==> config.mk <==
export PLATFORM = sky130hd
export DESIGN_NAME = ctrl_pipe_carrier
export DESIGN_NICKNAME = d
export VERILOG_FILES = /design/src/rtl/cpc_pkg.sv /design/src/rtl/cpc_idex_stage.sv /design/src/rtl/cpc_dst_pick.sv /design/src/rtl/cpc_exmem_stage.sv /design/src/rtl/cpc_memwb_stage.sv /design/src/rtl/ctrl_pipe_carrier.sv
export SDC_FILE = /design/constraint.sdc
export NUM_CORES = 1
export LEC_CHECK = 0
export BUFFER_PORTS_ARGS = -buffer_cell sky130_fd_sc_hd__clkbuf_2
export CORE_ASPECT_RATIO = 1.75
export CORE_MARGIN = 2
export CORE_UTILIZATION = 45
export CTS_CLUSTER_DIAMETER = 200
export DETAILED_ROUTE_END_ITERATION = 7
export PLACE_DENSITY = 0.84
export SYNTH_ARGS = -nofsm -noshare
export SYNTH_HDL_FRONTEND = slang
export SYNTH_SLANG_ARGS = --single-unit
==> constraint.sdc <==
create_clock -name clk -period 1.79 [get_ports clk]
set_input_delay 0.4475 -clock clk [delete_from_list [all_inputs] [get_ports clk]]
set_output_delay 0.4475 -clock clk [all_outputs]
set_load 0.05 [all_outputs]
==> src/rtl/cpc_pkg.sv <==
package cpc_pkg;
  parameter int CPC_ALU_OP_W = 2;
  parameter int CPC_REG_W    = 5;

  typedef struct packed {
    logic                    dst_sel;
    logic [CPC_ALU_OP_W-1:0] alu_op;
    logic                    b_src;
  } ex_ctl_t;

  typedef struct packed {
    logic branch;
    logic mem_rd;
    logic mem_wr;
  } mem_ctl_t;

  typedef struct packed {
    logic mem_to_reg;
    logic reg_wr;
  } wb_ctl_t;

  localparam int CPC_CTL_BITS = $bits(ex_ctl_t) + $bits(mem_ctl_t) + $bits(wb_ctl_t);
endpackage

==> src/rtl/cpc_idex_stage.sv <==
module cpc_idex_stage
  import cpc_pkg::*;
(
  input  logic                 clk,
  input  logic                 rst,
  input  logic                 bubble,
  input  logic                 flush,
  input  ex_ctl_t              ex_in,
  input  mem_ctl_t             mem_in,
  input  wb_ctl_t              wb_in,
  input  logic [CPC_REG_W-1:0] rt_in,
  input  logic [CPC_REG_W-1:0] rd_in,
  output logic                 valid_q,
  output ex_ctl_t              ex_q,
  output mem_ctl_t             mem_q,
  output wb_ctl_t              wb_q,
  output logic [CPC_REG_W-1:0] rt_q,
  output logic [CPC_REG_W-1:0] rd_q
);
  logic kill;
  assign kill = bubble | flush;

  always_ff @(posedge clk) begin
    if (rst) begin
      valid_q <= 1'b0;
      ex_q    <= '0;
      mem_q   <= '0;
      wb_q    <= '0;
      rt_q    <= '0;
      rd_q    <= '0;
    end else begin
      rt_q <= rt_in;
      rd_q <= rd_in;
      if (kill) begin
        valid_q <= 1'b0;
        ex_q    <= '0;
        mem_q   <= '0;
        wb_q    <= '0;
      end else begin
        valid_q <= 1'b1;
        ex_q    <= ex_in;
        mem_q   <= mem_in;
        wb_q    <= wb_in;
      end
    end
  end


  idex_bubble_chk: assert property (@(posedge clk) disable iff (rst)
    $past(bubble || flush) |-> (!valid_q && ex_q == '0 && mem_q == '0 && wb_q == '0));


  idex_load_chk: assert property (@(posedge clk) disable iff (rst)
    $past(!bubble && !flush && !rst) |-> (valid_q && ex_q == $past(ex_in) && wb_q == $past(wb_in)));
endmodule

==> src/rtl/cpc_dst_pick.sv <==
module cpc_dst_pick
  import cpc_pkg::*;
(
  input  logic                 sel,
  input  logic [CPC_REG_W-1:0] rt,
  input  logic [CPC_REG_W-1:0] rd,
  output logic [CPC_REG_W-1:0] dst
);
  always_comb begin
    if (sel) dst = rd;
    else     dst = rt;
  end
endmodule

==> src/rtl/cpc_exmem_stage.sv <==
module cpc_exmem_stage
  import cpc_pkg::*;
(
  input  logic                 clk,
  input  logic                 rst,
  input  logic                 flush,
  input  logic                 valid_in,
  input  mem_ctl_t             mem_in,
  input  wb_ctl_t              wb_in,
  input  logic [CPC_REG_W-1:0] dst_in,
  output logic                 valid_q,
  output mem_ctl_t             mem_q,
  output wb_ctl_t              wb_q,
  output logic [CPC_REG_W-1:0] dst_q
);
  always_ff @(posedge clk) begin
    if (rst) begin
      valid_q <= 1'b0;
      mem_q   <= '0;
      wb_q    <= '0;
      dst_q   <= '0;
    end else begin
      dst_q <= dst_in;
      if (flush) begin
        valid_q <= 1'b0;
        mem_q   <= '0;
        wb_q    <= '0;
      end else begin
        valid_q <= valid_in;
        mem_q   <= mem_in;
        wb_q    <= wb_in;
      end
    end
  end


  exmem_flush_chk: assert property (@(posedge clk) disable iff (rst)
    $past(flush) |-> (!valid_q && mem_q == '0 && wb_q == '0));


  exmem_carry_chk: assert property (@(posedge clk) disable iff (rst)
    $past(!flush && !rst) |-> (valid_q == $past(valid_in) && mem_q == $past(mem_in)
                               && dst_q == $past(dst_in)));
endmodule

==> src/rtl/cpc_memwb_stage.sv <==
module cpc_memwb_stage
  import cpc_pkg::*;
(
  input  logic                 clk,
  input  logic                 rst,
  input  logic                 valid_in,
  input  wb_ctl_t              wb_in,
  input  logic [CPC_REG_W-1:0] dst_in,
  output logic                 valid_q,
  output wb_ctl_t              wb_q,
  output logic [CPC_REG_W-1:0] dst_q
);
  always_ff @(posedge clk) begin
    if (rst) begin
      valid_q <= 1'b0;
      wb_q    <= '0;
      dst_q   <= '0;
    end else begin
      valid_q <= valid_in;
      wb_q    <= wb_in;
      dst_q   <= dst_in;
    end
  end


  memwb_carry_chk: assert property (@(posedge clk) disable iff (rst)
    $past(!rst) |-> (wb_q == $past(wb_in) && dst_q == $past(dst_in) && valid_q == $past(valid_in)));


  memwb_reset_chk: assert property (@(posedge clk) disable iff (rst)
    $past(rst) |-> (!valid_q && wb_q == '0));
endmodule

==> src/rtl/ctrl_pipe_carrier.sv <==
module ctrl_pipe_carrier
  import cpc_pkg::*;
(
  input  logic                    clk,
  input  logic                    rst,
  input  logic                    bubble,
  input  logic                    flush,
  input  logic                    id_dst_sel,
  input  logic [CPC_ALU_OP_W-1:0] id_alu_op,
  input  logic                    id_b_src,
  input  logic                    id_branch,
  input  logic                    id_mem_rd,
  input  logic                    id_mem_wr,
  input  logic                    id_mem_to_reg,
  input  logic                    id_reg_wr,
  input  logic [CPC_REG_W-1:0]    id_rt_field,
  input  logic [CPC_REG_W-1:0]    id_rd_field,
  output logic                    ex_valid,
  output logic [CPC_ALU_OP_W-1:0] ex_alu_op,
  output logic                    ex_b_src,
  output logic [CPC_REG_W-1:0]    ex_dst,
  output logic                    mem_valid,
  output logic                    mem_branch,
  output logic                    mem_rd_en,
  output logic                    mem_wr_en,
  output logic [CPC_REG_W-1:0]    mem_dst,
  output logic                    wb_valid,
  output logic                    wb_mem_to_reg,
  output logic                    wb_reg_wr,
  output logic [CPC_REG_W-1:0]    wb_dst
);
  ex_ctl_t  id_ex, x_ex;
  mem_ctl_t id_mem, x_mem, m_mem;
  wb_ctl_t  id_wb, x_wb, m_wb, w_wb;
  logic [CPC_REG_W-1:0] x_rt, x_rd, x_dst, m_dst, w_dst;
  logic x_valid, m_valid, w_valid;

  always_comb begin
    id_ex.dst_sel     = id_dst_sel;
    id_ex.alu_op      = id_alu_op;
    id_ex.b_src       = id_b_src;
    id_mem.branch     = id_branch;
    id_mem.mem_rd     = id_mem_rd;
    id_mem.mem_wr     = id_mem_wr;
    id_wb.mem_to_reg  = id_mem_to_reg;
    id_wb.reg_wr      = id_reg_wr;
  end

  cpc_idex_stage u_idex (
    .clk(clk), .rst(rst), .bubble(bubble), .flush(flush),
    .ex_in(id_ex), .mem_in(id_mem), .wb_in(id_wb),
    .rt_in(id_rt_field), .rd_in(id_rd_field),
    .valid_q(x_valid), .ex_q(x_ex), .mem_q(x_mem), .wb_q(x_wb),
    .rt_q(x_rt), .rd_q(x_rd)
  );

  cpc_dst_pick u_pick (
    .sel(x_ex.dst_sel), .rt(x_rt), .rd(x_rd), .dst(x_dst)
  );

  cpc_exmem_stage u_exmem (
    .clk(clk), .rst(rst), .flush(flush),
    .valid_in(x_valid), .mem_in(x_mem), .wb_in(x_wb), .dst_in(x_dst),
    .valid_q(m_valid), .mem_q(m_mem), .wb_q(m_wb), .dst_q(m_dst)
  );

  cpc_memwb_stage u_memwb (
    .clk(clk), .rst(rst),
    .valid_in(m_valid), .wb_in(m_wb), .dst_in(m_dst),
    .valid_q(w_valid), .wb_q(w_wb), .dst_q(w_dst)
  );

  assign ex_valid      = x_valid;
  assign ex_alu_op     = x_ex.alu_op;
  assign ex_b_src      = x_ex.b_src;
  assign ex_dst        = x_dst;
  assign mem_valid     = m_valid;
  assign mem_branch    = m_mem.branch;
  assign mem_rd_en     = m_mem.mem_rd;
  assign mem_wr_en     = m_mem.mem_wr;
  assign mem_dst       = m_dst;
  assign wb_valid      = w_valid;
  assign wb_mem_to_reg = w_wb.mem_to_reg;
  assign wb_reg_wr     = w_wb.reg_wr;
  assign wb_dst        = w_dst;
endmodule

==> metrics.csv <==
metric;value;unit
status;finished clean;
floorplan.initialDensity;48.0;%
ys_seq_area_share;69.7;%
fin_crit;1.73;ns
end_kind;primary output;
cp_data_required_time;1.34;ns
post-cts-setup-buffers;0;
layout-drive-gt1-share;46.1;%
antenna_found_initial;0;
worstSetupPathType;reg -> out;
grt_pass1_wl;3080;um
muxShareOfSynthArea;5.03;%
grt_overflow;0;
wirelength;1930;um
relSlewSlack;79.0;%
grt_max_degree;16;
setup_violations;0;
die_w;41.7;um
fin_nets;163;
numCtsBuffers;5;
drtIter0Drc;2;
antenna_cells;0;
drv_cap;0;
synth_compound_area_share;0;%
hp-class;in -> reg;
synthCells;86;
synthXorXnorAreaFrac;0;%
setup_tns;0;ns
avgRoutedWirePerCell;11.6;um
synth_simple_gate_area_share;24.4;%
final_cell_mix;48 x clkbuf_2, 38 x dfxtp_1, 21 x nor2b_1, 15 x and2_1;
start_kind;flop;
cts-root-buf;clkbuf_8;
via_per_inst;4.44;
clk_latency;0.29;ns
p_per_area;1250;nW/um2
whs;0.354;ns
ys_warn_count;0;
peakVddDrop;0.000881;V
io-pin-count;49;
synth-seq-cells;39;
firstDrtPassIters;4;
synth_top_family_by_area;simple AND/OR/NAND/NOR gates;
fill_cells;193;
rows;23;
first_global_vias;754;
die_area;2920;um2
clock_skew;0.00756;ns
tightest_slew;0.315;ns
avgSynthCellArea;13.0;um2
cts_tree;built;
synth_nets;109;
synth_fa_ha_area_share;0;%
leakage;0.000728;uW
num_vias;737;
core;2330;um2
fmax;580;MHz
min_period_over_period;96.4;%
cts_hold_buffers;0;
grt_use_total;14.9;%
clk_path_buf_depth;2;
hold_viol_final;0;
ant_nets;0;
io_buffers;48;
report.final.slew_viol_count;0;
ys_types;8;
cp_data_arrival_time;1.28;ns
clkTransAtPathRegs;0.07;ns
dp_hpwl;1540;um
synth_area;1120;um2
fp.dieH;70.0;um
numClockSinks;39;
drc_errors;0;
htreeDepth;2;
area_growth;36.0;%
final_common_cell;clkbuf_2;
rsz0062_at_grt;no;
worstPathMaxFanout;5;
place_congestion;0.689;
==> cell usage after synthesis <==
library cell	number	area (um2)
buf_2	2	10.0
mux2_2	5	56.3
dfxtp_1	39	781
nor2_1	1	3.75
nor3_4	1	16.3
nor2b_1	21	131
and2_1	15	93.8
nor2b_4	2	27.5
==> per-stage QoR <==
stage	std cells	worst slack (ns)	power [uW]	area [um2]	utilization (%)
4_1_cts	166	0.0472	1920	1520	65.3
6_report	166	0.0649	1900	1520	65.3
3_5_place_dp	158	0.284	1090	1390	59.6
2_1_floorplan	86	0.482	1030	1120	-
3_3_place_gp	158	0.299	1080	1390	59.6
5_1_grt	166	0.0128	1970	1520	65.3
==> metal layers <==
layer / vias up / track usage, % / part of all wire, %
met2: 31 / 29.2 / 60
met5: - / 0 / 0
met3: 7 / 5.68 / 7.1
li1: 370 / - / -
met4: 0 / 10.8 / 3.5
met1: 329 / 10.3 / 30
==> critical path, stage by stage (launching register included) <==
cell and delay (ns):
dfxtp_2 0.39, mux2_2 0.36, clkbuf_2 0.24
==> what timing repair did <==
item / in CTS / in global routing
setup endpoints to repair: 5 / 0
hold endpoints to repair: 0 / 0
gates resized for setup: 1 / 0
==> final cells by class <==
type	instances	area [um2]	area share, %
Multi-Input combinational cell	45	329	21.6
Clock buffer	6	72.6	4.77
Sequential cell	39	782	51.4
Tap cell	25	31.3	2.05
Timing Repair Buffer	49	248	16.3
Clock inverter	2	60.1	3.94
==> flip-flops by register name, summed over array words and instances, names as in the netlist, 2 cells and up <==
signal,count
u_exmem.dst_q,5
u_exmem.mem_q,3
u_exmem.wb_q,2
u_idex.ex_q,4
u_idex.mem_q,3
u_idex.rd_q,5
u_idex.rt_q,5
u_idex.wb_q,2
u_memwb.dst_q,5
u_memwb.wb_q,2
==> cells by family after synthesis <==
logic type / count (synthesis)
buffers and inverters: 2
muxes: 5
DFF: 39
and+or+nand+nor: 40
==> report_power, final <==
group	internal [uW]	leakage, uW	switching [uW]	total, uW
sequential	896	0.000320	8.68	905
combinational	53.7	0.000343	104	158
clock	557	0.0000654	280	836
total	1510	0.000728	392	1900
==> worst paths after layout <==
kind / start / endpoint / slack [ns] / cells after the start
hold reg to reg: u_idex.mem_q[2] / u_exmem.mem_q[2] / 0.43 / 1
hold / removal: id_reg_wr / u_idex.wb_q[0] / 0.35 / 2
setup / recovery: u_idex.ex_q[3] / ex_dst[1] / 0.06 / 2
setup reg to reg: u_idex.ex_q[3] / u_exmem.dst_q[3] / 0.80 / 2
(Power assumes the default switching activity.)
